===== src/rtl/uart_rx_pkg.sv =====
package uart_rx_pkg;
  localparam int MAX_BITS = 8;

  typedef struct packed {
    logic                brk;
    logic                fe;
    logic                pe;
    logic [MAX_BITS-1:0] data;
  } rx_entry_t;

  typedef enum logic [2:0] {
    S_IDLE, S_START, S_DATA, S_PAR, S_STOP, S_WAITHI
  } rx_state_e;
endpackage


===== src/rtl/uart_rx_bitengine.sv =====
module uart_rx_bitengine
  import uart_rx_pkg::*;
#(
  parameter int OVS      = 16,
  parameter int SYNC_LEN = 2
) (
  input  logic      clk,
  input  logic      rst_n,
  input  logic      clr,
  input  logic      tick,
  input  logic      rxd,
  input  logic [1:0] cfg_len,
  input  logic [1:0] cfg_par_mode,
  input  logic      cfg_par_odd,
  output logic      push_o,
  output rx_entry_t ent_o
);
  localparam int CW = $clog2(OVS);
  localparam logic [CW-1:0] MID_LAST = CW'(OVS/2 - 2);
  localparam logic [CW-1:0] BIT_LAST = CW'(OVS - 1);

  logic [SYNC_LEN-1:0]  sync_q;
  logic                 rx_s;
  rx_state_e            state;
  logic [CW-1:0]        cnt;
  logic [2:0]           idx;
  logic [MAX_BITS-1:0]  shreg;
  logic                 par_bit;
  logic [2:0]           last_idx;
  logic                 has_par;
  logic                 pe_calc;
  logic                 brk_calc;

  assign rx_s     = sync_q[SYNC_LEN-1];
  assign last_idx = 3'd4 + {1'b0, cfg_len};
  assign has_par  = (cfg_par_mode == 2'd0) || (cfg_par_mode == 2'd1);

  always_comb begin
    case (cfg_par_mode)
      2'd0:    pe_calc = ((^shreg) ^ par_bit) != cfg_par_odd;
      2'd1:    pe_calc = par_bit != cfg_par_odd;
      default: pe_calc = 1'b0;
    endcase
    brk_calc = (shreg == '0) && !(has_par && par_bit) && !rx_s;
  end

  always_ff @(posedge clk or negedge rst_n) begin
    if (!rst_n) sync_q <= '1;
    else        sync_q <= {sync_q[SYNC_LEN-2:0], rxd};
  end

  always_ff @(posedge clk or negedge rst_n) begin
    if (!rst_n) begin
      state   <= S_IDLE;
      cnt     <= '0;
      idx     <= '0;
      shreg   <= '0;
      par_bit <= 1'b0;
      push_o  <= 1'b0;
      ent_o   <= '0;
    end else if (clr) begin
      state   <= S_IDLE;
      cnt     <= '0;
      idx     <= '0;
      push_o  <= 1'b0;
    end else begin
      push_o <= 1'b0;
      if (tick) begin
        case (state)
          S_IDLE: begin
            if (!rx_s) begin
              state <= S_START;
              cnt   <= '0;
            end
          end
          S_START: begin
            if (cnt == MID_LAST) begin
              cnt <= '0;
              if (!rx_s) begin
                state   <= S_DATA;
                idx     <= '0;
                shreg   <= '0;
                par_bit <= 1'b0;
              end else begin
                state <= S_IDLE;
              end
            end else begin
              cnt <= cnt + 1'b1;
            end
          end
          S_DATA: begin
            if (cnt == BIT_LAST) begin
              cnt        <= '0;
              shreg[idx] <= rx_s;
              if (idx == last_idx) state <= has_par ? S_PAR : S_STOP;
              else                 idx   <= idx + 1'b1;
            end else begin
              cnt <= cnt + 1'b1;
            end
          end
          S_PAR: begin
            if (cnt == BIT_LAST) begin
              cnt     <= '0;
              par_bit <= rx_s;
              state   <= S_STOP;
            end else begin
              cnt <= cnt + 1'b1;
            end
          end
          S_STOP: begin
            if (cnt == BIT_LAST) begin
              cnt        <= '0;
              push_o     <= 1'b1;
              ent_o.data <= shreg;
              ent_o.pe   <= pe_calc;
              ent_o.fe   <= !rx_s;
              ent_o.brk  <= brk_calc;
              state      <= rx_s ? S_IDLE : S_WAITHI;
            end else begin
              cnt <= cnt + 1'b1;
            end
          end
          S_WAITHI: begin
            if (rx_s) state <= S_IDLE;
          end
          default: state <= S_IDLE;
        endcase
      end
    end
  end


  push_single_chk: assert property (@(posedge clk) disable iff (!rst_n)
    push_o |=> !push_o);


  brk_quiet_chk: assert property (@(posedge clk) disable iff (!rst_n)
    (state == S_WAITHI && $past(state) == S_WAITHI) |-> !push_o);


  brk_flags_chk: assert property (@(posedge clk) disable iff (!rst_n)
    (push_o && ent_o.brk) |-> (ent_o.fe && ent_o.data == '0));
endmodule


===== src/rtl/uart_rx_queue.sv =====
module uart_rx_queue
  import uart_rx_pkg::*;
#(
  parameter int DEPTH = 3
) (
  input  logic      clk,
  input  logic      rst_n,
  input  logic      clr,
  input  logic      push_i,
  input  rx_entry_t din,
  input  logic      pop_i,
  output rx_entry_t head,
  output logic      full,
  output logic      empty
);
  localparam int AW = (DEPTH > 1) ? $clog2(DEPTH) : 1;
  localparam int CW = $clog2(DEPTH + 1);
  localparam logic [AW-1:0] LAST_IDX = AW'(DEPTH - 1);
  localparam logic [CW-1:0] FULL_CNT = CW'(DEPTH);

  rx_entry_t     mem [DEPTH];
  logic [AW-1:0] wr_ptr, rd_ptr;
  logic [CW-1:0] count;
  logic          do_push, do_pop;

  assign full    = (count == FULL_CNT);
  assign empty   = (count == '0);
  assign do_push = push_i && !full;
  assign do_pop  = pop_i && !empty;
  assign head    = mem[rd_ptr];

  always_ff @(posedge clk) begin
    if (do_push) mem[wr_ptr] <= din;
  end

  always_ff @(posedge clk or negedge rst_n) begin
    if (!rst_n) begin
      wr_ptr <= '0;
      rd_ptr <= '0;
      count  <= '0;
    end else if (clr) begin
      wr_ptr <= '0;
      rd_ptr <= '0;
      count  <= '0;
    end else begin
      if (do_push) wr_ptr <= (wr_ptr == LAST_IDX) ? '0 : wr_ptr + 1'b1;
      if (do_pop)  rd_ptr <= (rd_ptr == LAST_IDX) ? '0 : rd_ptr + 1'b1;
      case ({do_push, do_pop})
        2'b10:   count <= count + 1'b1;
        2'b01:   count <= count - 1'b1;
        default: count <= count;
      endcase
    end
  end


  full_keep_chk: assert property (@(posedge clk) disable iff (!rst_n)
    (push_i && full && !pop_i && !clr) |=> (count == $past(count)));


  no_overflow_chk: assert property (@(posedge clk) disable iff (!rst_n)
    count <= FULL_CNT);
endmodule


===== src/rtl/uart_rx_status.sv =====
module uart_rx_status
  import uart_rx_pkg::*;
(
  input  logic      clk,
  input  logic      rst_n,
  input  logic      clr,
  input  logic      err_reset,
  input  logic      push_i,
  input  rx_entry_t push_ent,
  input  rx_entry_t head,
  input  logic      full,
  input  logic      empty,
  input  logic      cfg_block,
  input  logic      cfg_irq_full,
  input  logic      tx_empty,
  input  logic      tx_ready,
  output logic [7:0] status,
  output logic      irq
);
  logic [2:0] acc;
  logic       ovr;
  logic [2:0] err_bits;
  logic [2:0] head_bits;
  logic [2:0] push_bits;

  assign head_bits = empty ? 3'b000 : {head.brk, head.fe, head.pe};
  assign push_bits = {push_ent.brk, push_ent.fe, push_ent.pe};
  assign err_bits  = cfg_block ? acc : head_bits;
  assign status    = {err_bits, ovr, tx_empty, tx_ready, full, !empty};
  assign irq       = cfg_irq_full ? full : !empty;

  always_ff @(posedge clk or negedge rst_n) begin
    if (!rst_n) begin
      acc <= '0;
      ovr <= 1'b0;
    end else if (clr || err_reset) begin
      acc <= '0;
      ovr <= 1'b0;
    end else if (push_i) begin
      if (full) ovr <= 1'b1;
      else      acc <= acc | push_bits;
    end
  end


  blk_sticky_chk: assert property (@(posedge clk) disable iff (!rst_n)
    (!$past(clr) && !$past(err_reset)) |-> (($past(acc) & ~acc) == 3'b000));


  ovr_sticky_chk: assert property (@(posedge clk) disable iff (!rst_n)
    (ovr && !clr && !err_reset) |=> ovr);
endmodule


===== src/rtl/uart_rx_errq.sv =====
module uart_rx_errq
  import uart_rx_pkg::*;
#(
  parameter int OVS      = 16,
  parameter int DEPTH    = 3,
  parameter int SYNC_LEN = 2
) (
  input  logic       clk,
  input  logic       rst_n,
  input  logic       baud_x16_tick,
  input  logic       rx_serial,
  input  logic [1:0] cfg_char_len,
  input  logic [1:0] cfg_parity_mode,
  input  logic       cfg_parity_odd,
  input  logic       cfg_block_err,
  input  logic       cfg_irq_on_full,
  input  logic       cmd_err_reset,
  input  logic       cmd_rx_reset,
  input  logic       tx_empty_in,
  input  logic       tx_ready_in,
  output logic       rd_valid,
  input  logic       rd_ready,
  output logic [7:0] rd_data,
  output logic [7:0] rx_status,
  output logic       rx_irq
);
  logic      push;
  rx_entry_t push_ent;
  rx_entry_t head;
  logic      q_full, q_empty;

  uart_rx_bitengine #(.OVS(OVS), .SYNC_LEN(SYNC_LEN)) u_engine (
    .clk          (clk),
    .rst_n        (rst_n),
    .clr          (cmd_rx_reset),
    .tick         (baud_x16_tick),
    .rxd          (rx_serial),
    .cfg_len      (cfg_char_len),
    .cfg_par_mode (cfg_parity_mode),
    .cfg_par_odd  (cfg_parity_odd),
    .push_o       (push),
    .ent_o        (push_ent)
  );

  uart_rx_queue #(.DEPTH(DEPTH)) u_queue (
    .clk    (clk),
    .rst_n  (rst_n),
    .clr    (cmd_rx_reset),
    .push_i (push),
    .din    (push_ent),
    .pop_i  (rd_ready),
    .head   (head),
    .full   (q_full),
    .empty  (q_empty)
  );

  uart_rx_status u_status (
    .clk          (clk),
    .rst_n        (rst_n),
    .clr          (cmd_rx_reset),
    .err_reset    (cmd_err_reset),
    .push_i       (push),
    .push_ent     (push_ent),
    .head         (head),
    .full         (q_full),
    .empty        (q_empty),
    .cfg_block    (cfg_block_err),
    .cfg_irq_full (cfg_irq_on_full),
    .tx_empty     (tx_empty_in),
    .tx_ready     (tx_ready_in),
    .status       (rx_status),
    .irq          (rx_irq)
  );

  assign rd_valid = !q_empty;
  assign rd_data  = head.data;


  valid_empty_chk: assert property (@(posedge clk) disable iff (!rst_n)
    (rd_valid && !rd_ready && !cmd_rx_reset) |=> rd_valid);
endmodule


===== config.mk =====
export PLATFORM = sky130hd
export DESIGN_NAME = uart_rx_errq
export DESIGN_NICKNAME = d
export VERILOG_FILES = /design/src/rtl/uart_rx_pkg.sv /design/src/rtl/uart_rx_bitengine.sv /design/src/rtl/uart_rx_queue.sv /design/src/rtl/uart_rx_status.sv /design/src/rtl/uart_rx_errq.sv
export SDC_FILE = /design/constraint.sdc
export NUM_CORES = 1
export LEC_CHECK = 0
export ABC_CLOCK_PERIOD_IN_PS = 3190
export CAP_MARGIN = 5
export CORE_MARGIN = 2
export CORE_UTILIZATION = 50
export CTS_BUF_LIST = sky130_fd_sc_hd__clkbuf_2
export CTS_CLUSTER_DIAMETER = 50
export DETAILED_ROUTE_END_ITERATION = 16
export PLACE_DENSITY = 0.79
export SYNTH_ARGS = -nofsm -noshare
export SYNTH_HDL_FRONTEND = slang
export SYNTH_SLANG_ARGS = --single-unit

===== constraint.sdc =====
create_clock -name clk -period 3.19 [get_ports clk]
set_input_delay 0.638 -clock clk [delete_from_list [all_inputs] [get_ports clk]]
set_output_delay 0.638 -clock clk [all_outputs]
set_load 0.01 [all_outputs]

* After elaboration in Yosys (flattened, before gate mapping)
Memories as Yosys holds them, arrays and structs flattened.
Index checks and enable logic that the tools add are counted.
** Word-level totals
- RAM bits :: 33
- Register bits after elaboration :: 43
- Word-level logic and storage cells :: 156
- Memories :: 1
- Output and inout port bits :: 18
** Cells by class
- Mux-type cells :: 61
- Eq/ne operators :: 30
- Add/subtract/negate cells :: 7
- Magnitude comparators :: 2
- Bitwise gates (word level) :: 3
- Reduce and logical (&&, ||, !) cells :: 36
** Memory list
- u_queue.mem :: words 3, bits a word 11, read ports 1, clocked after memory_dff 0, wr ports 1, RTL line uart_rx_queue.sv:21 : rx_entry_t mem [DEPTH];
** Operator list (number)
- $mux 3 :: 22
- $mux 8 :: 3
- $mux 4 :: 5
- $ne 3x2->1 const B :: 6
- $pmux 3 s6 :: 1
- $reduce_and 6->1 :: 3
- $mux 2 :: 8
- $pmux 8 s2 :: 1
- $mux 1 :: 14
- $reduce_bool 2->1 :: 7
- $pmux 4 s3 :: 1
- $ne 3x3->1 const B :: 3
- $bwmux 8 :: 1
- $eq 2x2->1 const B :: 4
- $logic_not 8->1 :: 1
- $ne 2x1->1 const B :: 4
- $reduce_and 8->1 :: 1
- $reduce_xor 8->1 :: 1
- $add 2x1->2 const B :: 3
- $eq 3x2->1 const B :: 2
- $eq 3x3->1 const B :: 2
- $logic_and 1x1->1 :: 6
- $pmux 3 s2 :: 1
- $reduce_bool 3->1 :: 2
- 28 further kinds :: 37

* Depth between registers and ports, before layout
- Depth in word-level cells :: 8
- Mapped depth :: 7
- Mapped depth without buffers :: 6

* By module
A second synthesis with hierarchy kept.
** Second synthesis, totals
- Cell total of the unflattened synthesis :: 343
- Area, all modules :: 3751.1 um2
** By module, submodules not included
- uart_rx_bitengine :: times used 1, cells each 211, area an instance 1934.4 um2
- uart_rx_queue :: times used 1, cells each 105, area an instance 1571.5 um2
- uart_rx_status :: times used 1, cells each 26, area an instance 241.5 um2
- uart_rx_errq :: times used 1, cells each 1, area an instance 3.8 um2

* Worst setup path before layout
Ideal clock, no wire load.
- Path kind :: flip-flop to output port
- From :: reg u_queue.rd_ptr[0]
- To :: out rd_data[0]
- Arrival time :: 1363 ps
- Buffers on the path :: 2
- Slack :: 1189 ps
- Stages on the path, launching flop included :: 5
- Path through :: dfrtp_1 -> clkbuf_1 -> clkbuf_1 -> mux2i_1 -> o21ai_0
** On the way
- Cells in the longest elaborated chain, start to end :: 1
** RTL lines
- start, declared :: RTL line uart_rx_queue.sv:22 : logic [AW-1:0] wr_ptr, rd_ptr;
- start signal, assigned :: RTL line uart_rx_queue.sv:47 : if (do_pop) rd_ptr <= (rd_ptr == LAST_IDX) ? '0 : rd_ptr + 1'b1;
- $mem_v2 3x11
- end, declared :: RTL line uart_rx_errq.sv:23 : output logic [7:0] rd_data,
No other way between the ends.

* Worst setup path after layout
- From :: reg u_queue.rd_ptr[1]
- To :: out rx_status[7]
** On the way
- Cells in the longest elaborated chain, start to end :: 3
** RTL lines
- $mem_v2 3x11
- $mux 3 :: RTL line uart_rx_status.sv:26 : assign head_bits = empty ? 3'b000 : {head.brk, head.fe, head.pe};
- $mux 3 :: RTL line uart_rx_status.sv:28 : assign err_bits = cfg_block ? acc : head_bits;
- end, declared :: RTL line uart_rx_errq.sv:24 : output logic [7:0] rx_status,
No other way between the ends.

==> results.txt <==
Tmin final -> 2893 ps
Mapped Nets -> 353
cell count after placement -> 444
Critical Path Source -> u_queue.rd_ptr[1]$_DFFE_PN0P_
Worst EP arrival -> 2250 ps
Top FF cell, synth -> dfrtp_1
hold_buf cts -> 0
top cells by area, synth -> dfrtp_1 28%, edfxtp_1 27%, o21ai_0 3.6%, mux2i_1 3.0%, nand2_1 2.9%
WL final -> 6835 microns
share of cells above drive strength 1 -> 9.695%
Worst slew margin -> 37.48%
leakage -> 1.580 nW
Starting Density -> 51.40%
residual DRC count -> 0
Critical Path End Type -> output pin
number of synthesized flops with an enable pin -> 33
GR Util All Layers -> 18.22%
Post-Syn Area per Cell -> 11.24 sq um
area of the multi-input gates -> 1464 sq um
Num CTS Buffers -> 9
DP Wirelength -> 4810 microns
Finished Core Util -> 58.20%
Routed wire per std cell -> 14.86 microns
Final Slew Violations -> 0
CP Cell Sequence -> o21ai_0 -> a22o_1 -> clkdlybuf4s50_1
global-route wire length before repair -> 11940 microns
postcts setup bufs -> 0
Post-synth ARST share -> 56.58%
Die Area -> 8122 sq um
final cell count without fillers -> 460
Startpoint Class -> flip-flop
Tcrit/Tclk final -> 90.69%
Worst Path Required -> 2550 ps
Yosys cell types -> 58
Die Span Y -> 90.12 microns
I/O Buffers -> 29
CTS tree -> done
Final Setup Violations -> 0
Synth top area share -> 27.67%
vias post-DR -> 2582
fin nets -> 379
ant diodes -> 0
floorplan core area -> 7214 sq um
worst r2r src -> u_engine.state[2]$_DFFE_PN0P_
Hold Path Class -> in2async
maximum fanout along the worst path -> 25
setup TNS -> 0 ps
post-synthesis register bit count -> 76
clock slew at reported path FFs -> 220 ps
largest net degree at the start of global routing -> 44
vias per cell -> 5.613
Max Root-Sink Buffers -> 2
Largest stage delay, worst path -> 820 ps
htree depth -> 3
Seq. cell area -> 2069 sq um
chip width -> 90.12 microns
Synth area leader -> dfrtp_1
FILL cells -> 637
Skew-Pair Late Insertion Delay -> 510 ps
global route overflow -> 0
status -> finished, final reports clean
Crit Path Class -> reg2out
drt pass-1 iters -> 4
Final GP Congestion -> 0.8693
post-CTS sizing -> 0
skew final -> 29.71 ps
DR iter-0 viols -> 157
Mapped Area -> 3709 sq um
count leader, synth -> dfrtp_1
Design Power -> 1.750 mW
Final ANT Viol Nets -> 0
CP max stage cell -> dfrtp_1
Cells after Synth -> 330
Area Overhead vs Synth -> 13.23%
design area -> 4199 sq um
FMAX -> 0.3457 GHz
RSZ-0062 raised after global routing -> no
Max Cap Violations -> 0
Root Buffer -> clkbuf_2
sequential area share after synthesis -> 55.80%
yosys warns -> 0
synth cell count leaders -> 41 x dfrtp_1, 33 x edfxtp_1, 29 x nand2_1, 27 x o21ai_0, 20 x inv_1
slew of the pin with the lowest slew margin -> 937.8 ps
# rows -> 31
number of global-route vias before repair -> 2510
I/O pin count -> 34
initial antenna violation count -> 0
Cell Area, Placed -> 4063 sq um
Peak VDD IR -> 0.2304 mV
Final Hold Fails -> 0
CTS Sinks -> 76
Pwr Density -> 416.9 nW/um^2
## routing by layer
metal | vias up | global-route usage (%) | wire [microns]
li1 | 1272 | - | -
met1 | 1241 | 23.73 | 3148
met2 | 56 | 30.01 | 3263
met3 | 13 | 3.772 | 308
met4 | 0 | 7.179 | 114
met5 | - | 0 | 0
## placed cells by master (no fill, tap or decap), types with 3 or more instances in the layout
master | synthesis | final
nand2_1 | 29 | 29
and2_1 | 4 | 4
nor2_1 | 13 | 13
nor3_1 | 9 | 9
dfrtp_1 | 41 | 41
edfxtp_1 | 33 | 33
nor2b_1 | 6 | 6
a221o_1 | 9 | 9
ha_1 | 7 | 7
buf_4 | 5 | 6
o21a_1 | 3 | 3
nand2b_1 | 5 | 5
nand3_1 | 7 | 7
inv_1 | 20 | 20
o21ai_0 | 27 | 27
a211oi_1 | 9 | 9
a22o_1 | 7 | 7
xnor2_1 | 3 | 3
nand4_1 | 3 | 3
clkdlybuf4s50_1 | 0 | 28
mux2i_1 | 11 | 11
a2111oi_0 | 3 | 3
a21oi_1 | 13 | 13
xor2_1 | 3 | 3
nor3b_1 | 4 | 4
clkbuf_2 | 2 | 9
## kinds of logic after synthesis
family	synth area share, %
AO/OA/AOI/OAI	17.04
XOR/XNOR	1.417
adder cells (fa/ha/maj)	2.631
buffers and inverters	4.723
flip-flops	55.80
multiplexers	3.273
AND/OR/NAND/NOR	15.11
## worst max-delay path: cells and delay by family (launching register included)
family | cells | cell delay (ps)
AO/OA/AOI/OAI | 2 | 460
flip-flops | 1 | 820
buffers and inverters | 1 | 470
## registers in the layout, summed over array words and instances, names as in the netlist
name and cells:
u_engine.sync_q 2, u_queue.wr_ptr 2, u_engine.idx 3, u_engine.par_bit 1, u_status.acc 3, u_engine.cnt 4
u_engine.state 3, u_queue.rd_ptr 2, u_queue.mem 33, u_status.ovr 1, u_engine.ent_o 11, u_queue.count 2
u_engine.shreg 8, u_engine.push_o 1
## stage by stage
| step | hold WS (ps) | setup slack (ps) |
|---|---|---|
| 2_1_floorplan | 342.4 | 1189 |
| 3_3_place_gp | 348.0 | 602.8 |
| 3_5_place_dp | 348.7 | 557.8 |
| 4_1_cts | 247.2 | 225.8 |
| 5_1_grt | 283.9 | 70.73 |
| 6_report | 234.4 | 297.1 |
## worst paths after layout
path,to,cells past startpoint,slack (ps)
max,rx_status[7],3,300
min reg2reg,u_engine.sync_q[1]$_DFF_PN1_,0,370
min in group clk,u_engine.sync_q[1]$_DFF_PN1_,0,370
max reg2reg,u_engine.ent_o[8]$_DFFE_PN0P_,5,1020
max in group asynchronous,u_engine.ent_o[5]$_DFFE_PN0P_,1,2350
min,u_engine.idx[2]$_DFFE_PN0P_,1,230
## cell type report
class	instances	area share (%)
clock inverters	7	2.175
well taps	99	2.950
inverters	20	1.788
clock buffers	9	1.073
flip-flops and latches	76	49.28
multi-input cells	214	34.86
repair buffers	35	7.867
## report_power, final
part           switching (mW)  internal, mW
Sequential             0.0162          1.02
Clock                   0.338         0.257
Combinational          0.0612        0.0566
(Power assumes the default switching activity.)
